`src/rtl/fcnt_pkg.sv`:
```
package fcnt_pkg;
  localparam int DATA_W = 8;
  localparam int ADDR_W = 3;

  localparam logic [ADDR_W-1:0] OFS_TRG = 3'd0;
  localparam logic [ADDR_W-1:0] OFS_FCR = 3'd1;
  localparam logic [ADDR_W-1:0] OFS_SPR = 3'd7;

  localparam logic [DATA_W-1:0] UNLOCK_CODE = 8'hBF;

  // Queue control and enhanced mode bits kept by the block
  typedef struct packed {
    logic       dir_tx;    // 1: offset 0 addresses transmit side
    logic       cnt_swap;  // 1: scratch offset reads a count
    logic [1:0] emode;     // [0] count source, [1] alternate enable
  } ctl_t;
endpackage

```
`src/rtl/fcnt_cfg.sv`:
```
module fcnt_cfg
  import fcnt_pkg::*;
#(
  parameter int DEPTH = 128,
  localparam int CW = $clog2(DEPTH + 1)
) (
  input  logic              clk,
  input  logic              rst_n,
  input  logic              wr,
  input  logic [ADDR_W-1:0] addr,
  input  logic [DATA_W-1:0] wdata,
  input  logic              unlocked,
  output ctl_t              ctl_o,
  output logic [DATA_W-1:0] scratch_o,
  output logic [CW-1:0]     tx_trig_o,
  output logic [CW-1:0]     rx_trig_o
);
  localparam int MW = (CW > DATA_W) ? CW : DATA_W;

  ctl_t              ctl_q, ctl_d;
  logic [DATA_W-1:0] spr_q, spr_d;
  logic [CW-1:0]     txt_q, txt_d, rxt_q, rxt_d;
  logic [MW-1:0]     wd_ext;
  logic [CW-1:0]     lvl;

  // Saturate programmed level at the queue depth
  always_comb begin
    wd_ext = MW'(wdata);
    lvl    = (wd_ext > MW'(DEPTH)) ? CW'(DEPTH) : wd_ext[CW-1:0];
  end

  always_comb begin
    ctl_d = ctl_q;
    spr_d = spr_q;
    txt_d = txt_q;
    rxt_d = rxt_q;
    if (unlocked && addr == OFS_FCR) begin
      ctl_d.dir_tx   = wdata[7];
      ctl_d.cnt_swap = wdata[6];
    end
    if (unlocked && addr == OFS_TRG) begin
      if (ctl_q.dir_tx) txt_d = lvl;
      else              rxt_d = lvl;
    end
    if (addr == OFS_SPR) begin
      if (unlocked && ctl_q.cnt_swap) ctl_d.emode = wdata[1:0];
      else                            spr_d       = wdata;
    end
  end

  always_ff @(posedge clk or negedge rst_n) begin
    if (!rst_n) begin
      ctl_q <= '0;
      spr_q <= '0;
      txt_q <= CW'(1);
      rxt_q <= CW'(1);
    end else if (wr) begin
      ctl_q <= ctl_d;
      spr_q <= spr_d;
      txt_q <= txt_d;
      rxt_q <= rxt_d;
    end
  end

  assign ctl_o     = ctl_q;
  assign scratch_o = spr_q;
  assign tx_trig_o = txt_q;
  assign rx_trig_o = rxt_q;
endmodule

```
`src/rtl/fcnt_alt.sv`:
```
module fcnt_alt (
  input  logic clk,
  input  logic rst_n,
  input  logic alt_on,
  input  logic rd_start,
  input  logic rd_end,
  input  logic spr_hit,
  output logic nxt_src,
  output logic last_src
);
  logic nxt_q, nxt_d, last_q, last_d, pend_q, pend_d;
  logic upd_en;

  assign upd_en = rd_start | rd_end | ~alt_on;

  always_comb begin
    pend_d = pend_q;
    nxt_d  = nxt_q;
    last_d = last_q;
    if (rd_start)    pend_d = alt_on & spr_hit;
    else if (rd_end) pend_d = 1'b0;
    if (!alt_on) begin
      nxt_d  = 1'b0;
      last_d = 1'b0;
    end else begin
      if (rd_end && pend_q)    nxt_d  = ~nxt_q;
      if (rd_start && spr_hit) last_d = nxt_q;
    end
  end

  always_ff @(posedge clk or negedge rst_n) begin
    if (!rst_n) begin
      pend_q <= 1'b0;
      nxt_q  <= 1'b0;
      last_q <= 1'b0;
    end else if (upd_en) begin
      pend_q <= pend_d;
      nxt_q  <= nxt_d;
      last_q <= last_d;
    end
  end

  assign nxt_src  = nxt_q;
  assign last_src = last_q;
endmodule

```
`src/rtl/fcnt_rdcap.sv`:
```
module fcnt_rdcap
  import fcnt_pkg::*;
#(
  parameter int DEPTH = 128,
  localparam int CW = $clog2(DEPTH + 1)
) (
  input  logic              clk,
  input  logic              rst_n,
  input  logic              rd,
  input  logic [ADDR_W-1:0] addr,
  input  logic              unlocked,
  input  ctl_t              ctl,
  input  logic [DATA_W-1:0] scratch,
  input  logic [CW-1:0]     tx_cnt,
  input  logic [CW-1:0]     rx_cnt,
  input  logic              alt_on,
  input  logic              nxt_src,
  input  logic              last_src,
  output logic              rd_start,
  output logic              rd_end,
  output logic [DATA_W-1:0] rdata
);
  logic              rd_q;
  logic [DATA_W-1:0] rdat_q, mux;
  logic              spr_src;

  assign rd_start = rd & ~rd_q;
  assign rd_end   = ~rd & rd_q;
  assign spr_src  = alt_on ? nxt_src : ctl.emode[0];

  always_comb begin
    mux = '0;
    if (addr == OFS_SPR) begin
      mux = ctl.cnt_swap ? DATA_W'(spr_src ? tx_cnt : rx_cnt) : scratch;
    end else if (unlocked && addr == OFS_TRG) begin
      mux = DATA_W'(ctl.dir_tx ? tx_cnt : rx_cnt);
      if (alt_on) mux[DATA_W-1] = last_src;
    end
  end

  always_ff @(posedge clk or negedge rst_n) begin
    if (!rst_n) rd_q <= 1'b0;
    else        rd_q <= rd;
  end

  always_ff @(posedge clk or negedge rst_n) begin
    if (!rst_n)        rdat_q <= '0;
    else if (rd_start) rdat_q <= mux;
  end

  assign rdata = rdat_q;
endmodule

```
`src/rtl/fcnt_regblk.sv`:
```
module fcnt_regblk
  import fcnt_pkg::*;
#(
  parameter int DEPTH = 128,
  localparam int CW = $clog2(DEPTH + 1)
) (
  input  logic              clk,
  input  logic              rst_n,
  input  logic [ADDR_W-1:0] host_addr,
  input  logic              host_wr,
  input  logic              host_rd,
  input  logic [DATA_W-1:0] host_wdata,
  input  logic [DATA_W-1:0] lcr_val,
  input  logic [CW-1:0]     tx_count,
  input  logic [CW-1:0]     rx_count,
  output logic [DATA_W-1:0] host_rdata,
  output logic [CW-1:0]     tx_trig,
  output logic [CW-1:0]     rx_trig
);
  logic [1:0]        rst_sync;
  logic              rst_sn;
  logic              unlocked, alt_on;
  ctl_t              ctl;
  logic [DATA_W-1:0] scratch;
  logic              rd_start, rd_end, nxt_src, last_src;

  always_ff @(posedge clk or negedge rst_n) begin
    if (!rst_n) rst_sync <= 2'b00;
    else        rst_sync <= {rst_sync[0], 1'b1};
  end
  assign rst_sn = rst_sync[1];

  assign unlocked = (lcr_val == UNLOCK_CODE);
  assign alt_on   = ctl.cnt_swap & (&ctl.emode);

  fcnt_cfg #(.DEPTH(DEPTH)) u_cfg (
    .clk(clk), .rst_n(rst_sn), .wr(host_wr), .addr(host_addr),
    .wdata(host_wdata), .unlocked(unlocked), .ctl_o(ctl),
    .scratch_o(scratch), .tx_trig_o(tx_trig), .rx_trig_o(rx_trig)
  );

  fcnt_alt u_alt (
    .clk(clk), .rst_n(rst_sn), .alt_on(alt_on), .rd_start(rd_start),
    .rd_end(rd_end), .spr_hit(host_addr == OFS_SPR),
    .nxt_src(nxt_src), .last_src(last_src)
  );

  fcnt_rdcap #(.DEPTH(DEPTH)) u_rd (
    .clk(clk), .rst_n(rst_sn), .rd(host_rd), .addr(host_addr),
    .unlocked(unlocked), .ctl(ctl), .scratch(scratch),
    .tx_cnt(tx_count), .rx_cnt(rx_count), .alt_on(alt_on),
    .nxt_src(nxt_src), .last_src(last_src), .rd_start(rd_start),
    .rd_end(rd_end), .rdata(host_rdata)
  );
endmodule

```
`config.mk`:
```
export PLATFORM = sky130hd
export DESIGN_NAME = fcnt_regblk
export DESIGN_NICKNAME = d
export VERILOG_FILES = /design/src/rtl/fcnt_pkg.sv /design/src/rtl/fcnt_cfg.sv /design/src/rtl/fcnt_alt.sv /design/src/rtl/fcnt_rdcap.sv /design/src/rtl/fcnt_regblk.sv
export SDC_FILE = /design/constraint.sdc
export NUM_CORES = 1
export LEC_CHECK = 0
export BUFFER_PORTS_ARGS = -buffer_cell sky130_fd_sc_hd__clkbuf_2
export CAP_MARGIN = 20
export CORE_MARGIN = 5
export CORE_UTILIZATION = 54
export DETAILED_ROUTE_END_ITERATION = 8
export PLACE_DENSITY = 0.84
export SETUP_SLACK_MARGIN = 0.1
export SLEW_MARGIN = 40
export SYNTH_ARGS = -nofsm -noshare
export SYNTH_HDL_FRONTEND = slang
export SYNTH_SLANG_ARGS = --single-unit
```
`constraint.sdc`:
```
create_clock -name clk -period 2.6 [get_ports clk]
set_input_delay 0.52 -clock clk [delete_from_list [all_inputs] [get_ports clk]]
set_output_delay 0.52 -clock clk [all_outputs]
set_load 0.05 [all_outputs]
```
# --- Word level (Yosys, flattened, before mapping) ---
# Cells that the tools add are included.
classes:
  reduce_logical: 16
  n_eq_ne: 5
  order_cmp: 1
  bitwise: 12
  muxes: 14
ops:
  columns: ["cell", "count"]
  rows:
  - ["$mux W8", 6]
  - ["$reduce_and A3 Y1", 4]
  - ["$reduce_and A2 Y1", 5]
  - ["$eq A8 B8 Y1 const B", 1]
  - ["$gt A8 B8 Y1 const B", 1]
  - ["$mux W1", 8]
  - ["$not A1 Y1", 6]
  - ["$logic_and A1 B1 Y1", 5]
  - ["$and A1 B1 Y1", 4]
  - ["$ne A2 B2 Y1 const B", 2]
  - ["$eq A3 B1 Y1 const B", 1]
  - ["$eq A3 B3 Y1 const B", 1]
  - ["$logic_not A3 Y1", 1]
  - ["$or A1 B1 Y1", 2]
  - ["$reduce_bool A2 Y1", 1]
word_totals:
  ff_bits: 42
  out_inout_bits: 24

# --- Logic depth before layout (Yosys ltp) ---
# Gate-level depths: netlist (run 1).
depth:
  depth_word: 6
  ltp_mapped: 6
  depth_no_buf: 6

# --- Modules after synthesis ---
# From an unflattened synthesis (run 1), not the netlist that was laid out.
hier_totals:
  hier_cells: 165
  area_unflattened_um2: 2048.2
by_module_without_submodules:
  columns: ["module", "cells_each", "area_per_inst_um2", "seq_area_each_um2", "n_inst"]
  rows:
  - ["fcnt_cfg", 74, 1137.3, 703.2, 1]
  - ["fcnt_rdcap", 71, 695.7, 225.2, 1]
  - ["fcnt_alt", 12, 130.1, 75.1, 1]
  - ["fcnt_regblk", 8, 85.1, 50.0, 1]

# --- Worst setup path after synthesis (run 1) ---
# OpenSTA, ideal clock, no wires.
synth_path:
  path_type: "input to register"
  start: "input lcr_val[6]"
  end: "register u_cfg.txt_q[1], in the netlist u_cfg.tx_trig_o[1]"
  stages: 4
  setup_ps: 125
  arrival_time_ps: 1710
  setup_slack_ps: 766
  t_required_ps: 2475
  path_buffers: 0
  cell_sequence: "and4b_2 nand4_4 nor3b_4 mux2_2"
synth_via:
  elab_chain_cells: 3
synth_lines:
  columns: ["element", "line_no", "text"]
  rows:
  - ["from (decl)", "fcnt_regblk.sv:13", "input logic [DATA_W-1:0] lcr_val,"]
  - ["$eq A8 B8 Y1", "fcnt_regblk.sv:33", "assign unlocked = (lcr_val == UNLOCK_CODE);"]
  - ["$logic_and A1 B1 Y1", "fcnt_cfg.sv:41", "if (unlocked && addr == OFS_TRG) begin"]
  - ["$reduce_and A3 Y1 (no line)", null, null]
  - ["to (signal assigned)", "fcnt_cfg.sv:60", "txt_q <= txt_d;"]
  - ["to (decl)", "fcnt_cfg.sv:22", "logic [CW-1:0] txt_q, txt_d, rxt_q, rxt_d;"]
# No other way between the ends.
# A chain may end at the register's enable or synchronous reset.

# --- Worst setup path after layout (run 1) ---
layout_path:
  start: "register u_cfg.ctl_q (netlist bit u_cfg.ctl_o[2])"
  end: "register u_cfg.ctl_q (netlist bit u_cfg.ctl_o[0])"
layout_via:
  elab_chain_cells: 2
layout_lines:
  columns: ["element", "line_no", "text"]
  rows:
  - ["from (decl)", "fcnt_cfg.sv:20", "ctl_t ctl_q, ctl_d;"]
  - ["from (signal assigned)", "fcnt_cfg.sv:58", "ctl_q <= ctl_d;"]
  - ["$logic_and A1 B1 Y1", "fcnt_cfg.sv:46", "if (unlocked && ctl_q.cnt_swap) ctl_d.emode = wdata[1:0];"]
  - ["$reduce_and A3 Y1 (no line)", null, null]
# No other way between the ends.

==> results of run 1 <==
## cell families after synthesis
group                    Yosys count  synth area share
AO/OA/AOI/OAI                     37             0.121
multiplexers                      38             0.204
buffers and inverters             10            0.0196
flip-flops                        42             0.517
adder cells (fa/ha/maj)            2            0.0123
AND/OR/NAND/NOR                   37             0.125
other                              1           0.00184
## routing by layer
layer	share of wire	vias to the layer above	global-route usage	routed length [um]
li1	-	748	-	-
met1	0.46	730	0.259	2080
met2	0.42	72	0.263	1900
met3	0.095	6	0.0659	426
met4	0.015	0	0.0668	68
met5	0	-	0	0
## critical path, delay by kind of cell, from the launching register on
family / cells / cell delay (ns)
buffers and inverters: 1 / 0.34
DFF: 1 / 0.56
muxes: 1 / 0.29
and+or+nand+nor: 1 / 0.48
## per-stage QoR
stage	cells	area (um2)	hold slack [ns]
global route	282	2520	0.196
finish	282	2520	0.156
global placement	273	2400	0.169
floorplan	167	2040	0.224
detailed placement	273	2400	0.180
CTS	282	2520	0.182
## cell usage in the layout, fill, tap and decap left out, types with 2 or more instances in the layout
cell / instances
sky130_fd_sc_hd__a211oi_1: 7
sky130_fd_sc_hd__a21oi_1: 2
sky130_fd_sc_hd__a2bb2oi_1: 8
sky130_fd_sc_hd__and3_1: 7
sky130_fd_sc_hd__clkbuf_2: 62
sky130_fd_sc_hd__clkbuf_8: 5
sky130_fd_sc_hd__clkinv_1: 2
sky130_fd_sc_hd__clkinvlp_4: 2
sky130_fd_sc_hd__dfrtp_1: 40
sky130_fd_sc_hd__dfstp_2: 2
sky130_fd_sc_hd__ha_1: 2
sky130_fd_sc_hd__inv_1: 3
sky130_fd_sc_hd__mux2_2: 29
sky130_fd_sc_hd__mux2i_1: 9
sky130_fd_sc_hd__nand2_1: 4
sky130_fd_sc_hd__nand3_1: 2
sky130_fd_sc_hd__nand4_1: 3
sky130_fd_sc_hd__nor2_1: 4
sky130_fd_sc_hd__nor2b_1: 8
sky130_fd_sc_hd__o21ai_0: 17
sky130_fd_sc_hd__or3_1: 2
## flip-flops by register name (all words and copies together) (netlist names)
register,flops
u_cfg.rx_trig_o,8
u_cfg.tx_trig_o,8
u_alt.nxt_src,1
rst_sync,2
u_cfg.scratch_o,8
u_rd.rdata,8
u_alt.last_src,1
u_alt.pend_q,1
u_rd.rd_q,1
u_cfg.ctl_o,4
## synth_stat cells
master | instances | area share
sky130_fd_sc_hd__nand3_1 | 2 | 0.0049
sky130_fd_sc_hd__and3_1 | 7 | 0.021
sky130_fd_sc_hd__or2_2 | 1 | 0.0031
sky130_fd_sc_hd__nand2_1 | 4 | 0.0074
sky130_fd_sc_hd__nand2b_1 | 1 | 0.0031
sky130_fd_sc_hd__nor2b_1 | 8 | 0.025
sky130_fd_sc_hd__conb_1 | 1 | 0.0018
sky130_fd_sc_hd__nand4_1 | 3 | 0.0092
sky130_fd_sc_hd__ha_1 | 2 | 0.012
sky130_fd_sc_hd__mux2_2 | 29 | 0.16
sky130_fd_sc_hd__buf_2 | 2 | 0.0049
sky130_fd_sc_hd__o21ai_0 | 17 | 0.042
sky130_fd_sc_hd__a21oi_1 | 2 | 0.0049
sky130_fd_sc_hd__nand4_4 | 1 | 0.010
sky130_fd_sc_hd__a31oi_2 | 1 | 0.0061
sky130_fd_sc_hd__o31ai_1 | 1 | 0.0037
sky130_fd_sc_hd__nor3_4 | 1 | 0.0080
sky130_fd_sc_hd__inv_1 | 3 | 0.0055
sky130_fd_sc_hd__nor3b_4 | 1 | 0.0092
sky130_fd_sc_hd__or3_1 | 2 | 0.0061
sky130_fd_sc_hd__clkbuf_1 | 3 | 0.0055
sky130_fd_sc_hd__and4b_2 | 1 | 0.0055
sky130_fd_sc_hd__clkinv_1 | 2 | 0.0037
sky130_fd_sc_hd__nor2_1 | 4 | 0.0074
sky130_fd_sc_hd__dfstp_2 | 2 | 0.026
sky130_fd_sc_hd__and4_1 | 1 | 0.0043
sky130_fd_sc_hd__a31o_2 | 1 | 0.0043
sky130_fd_sc_hd__a2bb2oi_1 | 8 | 0.034
sky130_fd_sc_hd__a211oi_1 | 7 | 0.026
sky130_fd_sc_hd__dfrtp_1 | 40 | 0.49
sky130_fd_sc_hd__mux2i_1 | 9 | 0.044
## cell type report
cell class / instances / area, um2 / area share
sequential: 42 / 1050 / 0.418
multi-input combinational: 115 / 946 / 0.375
timing repair buffer: 64 / 328 / 0.130
clock buffer: 5 / 68.8 / 0.0273
tap: 48 / 60.1 / 0.0238
clock inverter: 3 / 45.0 / 0.0179
inverter: 5 / 18.8 / 0.00745
## report_power, final
part	total, mW	switching (mW)	internal (mW)
combinational	0.153	0.0879	0.0655
clock	0.517	0.232	0.286
sequential	0.713	0.0223	0.691
## path summary, 6_finish.rpt
| check | depth (start not counted) | end |
|---|---|---|
| setup / recovery | 3 | u_cfg.ctl_o[0] |
| hold / removal | 0 | u_rd.rd_q |
| setup reg to reg | 3 | u_cfg.ctl_o[0] |
| hold reg to reg | 0 | u_rd.rd_q |
| max in group asynchronous | 1 | u_cfg.tx_trig_o[0] |
| min in group clk | 0 | rst_sync[1] |
## what timing repair did
item / CTS / global route
buffers inserted: 0 / 0
hold endpoints to repair: 2 / 0
hold buffers: 1 / 0
==> reports/summary.md, run 1 <==
### Outcome
* **status** complete, no violations

### CTS
* **Resized Gates After CTS** 0
* **root buffer cell** sky130_fd_sc_hd__clkbuf_8
* **number of CTS-inserted buffers** 5
* **Clock H-tree levels** 2
* **clock transition time at the flip-flop clock pins of the worst setup and hold paths** 0.09 ns
* **insertion delay to the later sink of the worst-skew pair** 0.30 ns
* **maximum count of clock buffers along a single path** 2
* **CTS tree** built
* **sink count of the clock tree** 42

### Finish
* **Area growth syn-to-layout** 23.6%
* **Nets** 274
* **Filler cells** 291
* **fraction of layout cells with a size suffix above 1** 0.466
* **number of diodes added for antenna fixing** 0
* **post-route core utilization** 0.688

### Worst hold path
* **worst min-delay path category** register to asynchronous set/reset pin

### Timing
* **highest attainable clock frequency** 559 MHz
* **Period Utilization, post-route** 0.688
* **RSZ-0062 raised after global routing** no
* **Max transition margin** 0.609
* **Final Hold Fails** 0
* **Tmin final** 1.79 ns
* **fin. max-slew vios** 0
* **slew of the pin with the lowest slew margin** 0.587 ns
* **number of setup violations in the final report** 0
* **slack of the critical path** 0.812 ns
* **total negative slack for setup checks** 0 ns
* **Fin Clk Skew** 0.0112 ns

### Route
* **number of iterations in the first detailed-routing pass** 4
* **total wire length** 4480 um
* **number of nets with antenna violations after detailed routing** 0
* **routed length per placed instance** 15.9 um
* **Vias per Instance** 5.52
* **vias after detailed routing** 1556
* **drt initial violations** 76
* **number of DRC violations after detailed routing** 0

### Setup path
* **Crit. End Element** register
* **required time at the worst-slack endpoint** 2.79 ns
* **WP data arrival** 1.97 ns
* **startpoint of the most critical setup path** u_cfg.ctl_o[2]
* **largest stage delay on the critical path** 0.56 ns
* **Reg-to-Reg Start** u_cfg.ctl_o[2]
* **library cell contributing the largest single delay on the critical path** sky130_fd_sc_hd__dfrtp_1
* **sort of element at the start of the critical path** register
* **Crit Path Max Fanout** 12
* **chain of cells forming the critical path** clkinv_1 > or3_1 > mux2_2
* **worst-case register-to-register setup slack** 0.81 ns
* **Crit Path Class** register to register

### Die
* **core footprint** 3660 um2
* **starting density of the core** 0.557
* **Chip Width** 71.5 um
* **number of standard-cell rows in the floorplan** 22
* **Die H** 71.5 um
* **number of top-level design ports** 63
* **floorplan die area** 5110 um2

### Job
* **# Max-Cap Violations** 0

### Global route
* **maximum number of pins on one net before global-route repair** 33
* **total routing usage reported by global routing** 0.185
* **leftover overflow at the end of global routing** 0
* **vias in the first global route** 1549
* **antenna violations before repair** 0
* **first-pass GRT wire length** 7420 um

### Power and ir drop
* **areal power density over the cells** 549 nW/um2
* **post-route total power** 1.38 mW
* **Max IR drop VDD** 517 uV
* **leakage power** 1.24 nW

### Placement
* **Port Buffer Count** 62
* **setup slack at placement** 0.552 ns
* **Final GP Congestion** 0.771
* **DPL Wire Length** 3410 um

### Synthesis
* **number of distinct library cell variants in the gate-level netlist after synthesis** 31
* **synthesized area** 2040 um2
* **average size of a mapped cell** 12.2 um2
* **net count after synthesis** 208
* **synthesis warning total** 0
* **flip-flop and latch count after synthesis** 42
* **Mapped Cells** 167
* **portion of the post-synthesis area used by sequential elements** 0.517

Power figures use the tool's default switching activity.
==> inputs of run 2 (changes only) <==
--- a/config.mk
+++ b/config.mk
@@ -8,9 +8,9 @@
 export BUFFER_PORTS_ARGS = -buffer_cell sky130_fd_sc_hd__clkbuf_2
 export CAP_MARGIN = 20
 export CORE_MARGIN = 5
-export CORE_UTILIZATION = 54
+export CORE_UTILIZATION = 46
 export DETAILED_ROUTE_END_ITERATION = 8
-export PLACE_DENSITY = 0.84
+export PLACE_DENSITY = 0.76
 export SETUP_SLACK_MARGIN = 0.1
 export SLEW_MARGIN = 40
 export SYNTH_ARGS = -nofsm -noshare
==> constraint.sdc (replaced) <==
create_clock -name clk -period 1.5 [get_ports clk]
set_input_delay 0.3 -clock clk [delete_from_list [all_inputs] [get_ports clk]]
set_output_delay 0.3 -clock clk [all_outputs]
set_load 0.05 [all_outputs]
==> reports/summary.md, run 2 (synthesized netlist as in run 1, its figures left out) <==
### Worst hold path
* **hold path start** host_rd
* **worst min-delay path category** input pin to register, was register to asynchronous set/reset pin
* **cell count of the worst hold path** 1
* **end of the worst hold path** u_rd.rd_q

### Global route
* **leftover overflow at the end of global routing** 0, unchanged
* **first-pass GRT wire length** 8160 um, was 7420 um
* **vias in the first global route** 1755, was 1549
* **antenna violations before repair** 0, unchanged
* **maximum number of pins on one net before global-route repair** 32, was 33
* **total routing usage reported by global routing** 0.169, was 0.185

### Placement
* **setup slack at placement** -0.163 ns, was 0.552 ns
* **Port Buffer Count** 62, unchanged
* **Final GP Congestion** 0.783, was 0.771
* **number of placed cells counting well taps** 293, was 273
* **Placed Area** 2560 um2, was 2400 um2
* **DPL Wire Length** 3580 um, was 3410 um

### CTS
* **clock transition time at the flip-flop clock pins of the worst setup and hold paths** 0.08 ns, was 0.09 ns
* **root buffer cell** sky130_fd_sc_hd__clkbuf_8, unchanged
* **sink count of the clock tree** 42, unchanged
* **number of CTS-inserted buffers** 5, unchanged
* **insertion delay to the later sink of the worst-skew pair** 0.29 ns, was 0.30 ns
* **maximum count of clock buffers along a single path** 2, unchanged
* **CTS tree** built, unchanged
* **Clock H-tree levels** 2, unchanged
* **total setup buffers inserted after CTS** 0, unchanged

### Setup path
* **Crit Path Class** register to output pin, was register to register
* **worst-case register-to-register setup slack** 0.16 ns, was 0.81 ns
* **sort of element at the start of the critical path** register, unchanged
* **Crit. End Element** output pin, was register
* **Crit Reg-Reg Endpoint** u_rd.rdata[1], was u_cfg.ctl_o[0]
* **Crit Path Max Fanout** 2, was 12
* **required time at the worst-slack endpoint** 1.20 ns, was 2.79 ns
* **largest stage delay on the critical path** 0.53 ns, was 0.56 ns
* **chain of cells forming the critical path** clkbuf_4, was clkinv_1 > or3_1 > mux2_2
* **Reg-to-Reg Start** u_alt.nxt_src, was u_cfg.ctl_o[2]
* **library cell contributing the largest single delay on the critical path** sky130_fd_sc_hd__dfstp_2, was sky130_fd_sc_hd__dfrtp_1
* **WP data arrival** 1.05 ns, was 1.97 ns
* **count of buffer and inverter cells on the critical path** 1, unchanged
* **path depth of the worst reg2reg path** 4, was 3
* **critical path's top delay family** flip-flops, unchanged

### Timing
* **RSZ-0062 raised after global routing** yes, was no
* **total negative slack for setup checks** 0 ns, unchanged
* **fin. max-slew vios** 0, unchanged
* **slack of the critical path** 0.151 ns, was 0.812 ns
* **Final Hold Fails** 0, unchanged
* **number of setup violations in the final report** 0, unchanged
* **Tmin final** 1.35 ns
* **highest attainable clock frequency** 741 MHz
* **Fin Clk Skew** 0.00399 ns, was 0.0112 ns
* **worst hold slack after final layout** 0.141 ns, was 0.156 ns
* **Period Utilization, post-route** 0.900

### Route
* **drt initial violations** 69, was 76
* **number of nets with antenna violations after detailed routing** 0, unchanged
* **vias after detailed routing** 1625, was 1556
* **Vias per Instance** 5.38, was 5.52
* **number of iterations in the first detailed-routing pass** 4, unchanged
* **total wire length** 4670 um, was 4480 um
* **routed length per placed instance** 15.5 um, was 15.9 um
* **number of DRC violations after detailed routing** 0, unchanged

### Finish
* **commonest cells after routing, fill and taps aside** 60 x sky130_fd_sc_hd__clkbuf_2, 37 x sky130_fd_sc_hd__dfrtp_1, 25 x sky130_fd_sc_hd__mux2_2, was 62 x sky130_fd_sc_hd__clkbuf_2, 40 x sky130_fd_sc_hd__dfrtp_1, 29 x sky130_fd_sc_hd__mux2_2
* **Nets** 290, was 274
* **number of diodes added for antenna fixing** 0, unchanged
* **fraction of layout cells with a size suffix above 1** 0.536, was 0.466
* **fin area** 2730 um2, was 2520 um2
* **most common library cell in the layout ignoring fill and taps** sky130_fd_sc_hd__clkbuf_2, unchanged
* **Area growth syn-to-layout** 33.9%, was 23.6%
* **final standard cell count with taps included and fillers excluded** 302, was 282
* **post-route core utilization** 0.631, was 0.688

### Job
* **# Max-Cap Violations** 0, unchanged

### Power and ir drop
* **Max IR drop VDD** 675 uV, was 517 uV
* **leakage power** 1.33 nW, was 1.24 nW
* **post-route total power** 2.41 mW, was 1.38 mW
* **areal power density over the cells** 884 nW/um2, was 549 nW/um2

### Die
* **floorplan die area** 5870 um2, was 5110 um2
* **starting density of the core** 0.472, was 0.557
* **Chip Width** 76.6 um, was 71.5 um
* **number of standard-cell rows in the floorplan** 24, was 22
* **core footprint** 4320 um2, was 3660 um2
* **Die H** 76.6 um, was 71.5 um
* **number of top-level design ports** 63, unchanged

### Outcome
* **status** complete, no violations, unchanged

-- run 2: cell count changes in the layout (fill, tap and decap cells not counted), sizes merged --
cell	before	now
buf	1	17
-- run 2: power breakdown --
part	switching [mW]	total, mW	internal [mW]
registers	0.0375	1.24	1.20
clock network	0.393	0.888	0.495
logic	0.161	0.292	0.131
-- run 2: repair_timing --
action,4_1_cts,5_1_grt
setup endpoints to repair,10,11
hold endpoints to repair,2,0
hold buffers,1,0
resized for setup,4,12
pin swaps,0,2
-- run 2: final cells by class --
class	count	area (um2)
Sequential cell	42	1060
Clock inverter	3	45.0
Clock buffer	5	68.8
Multi-Input combinational cell	115	993
Timing Repair Buffer	80	482
Inverter	5	18.8
Tap cell	52	65.1
Fill cell	354	1590
-- run 2: how the worst max path moves through the flow --
stage	start	to	slack, ns	cells past startpoint
global route	u_alt.nxt_src	u_rd.rdata[1]	0.08	4
detailed placement	lcr_val[6]	u_cfg.tx_trig_o[6]	-0.16	6
floorplan	lcr_val[6]	u_cfg.tx_trig_o[1]	-0.1	4
global placement	lcr_val[6]	u_cfg.tx_trig_o[5]	-0.14	6
finish	u_cfg.tx_trig_o[0]	tx_trig[0]	0.15	1
CTS	u_alt.nxt_src	u_rd.rdata[1]	0.09	4
-- run 2: metal layers --
layer / up-vias / wire length [um] / global-route usage
met5: - / 0 / 0
met2: 52 / 2220 / 0.261
met4: 0 / 43 / 0.0490
met1: 789 / 2110 / 0.224
met3: 5 / 294 / 0.0579
li1: 779 / - / -
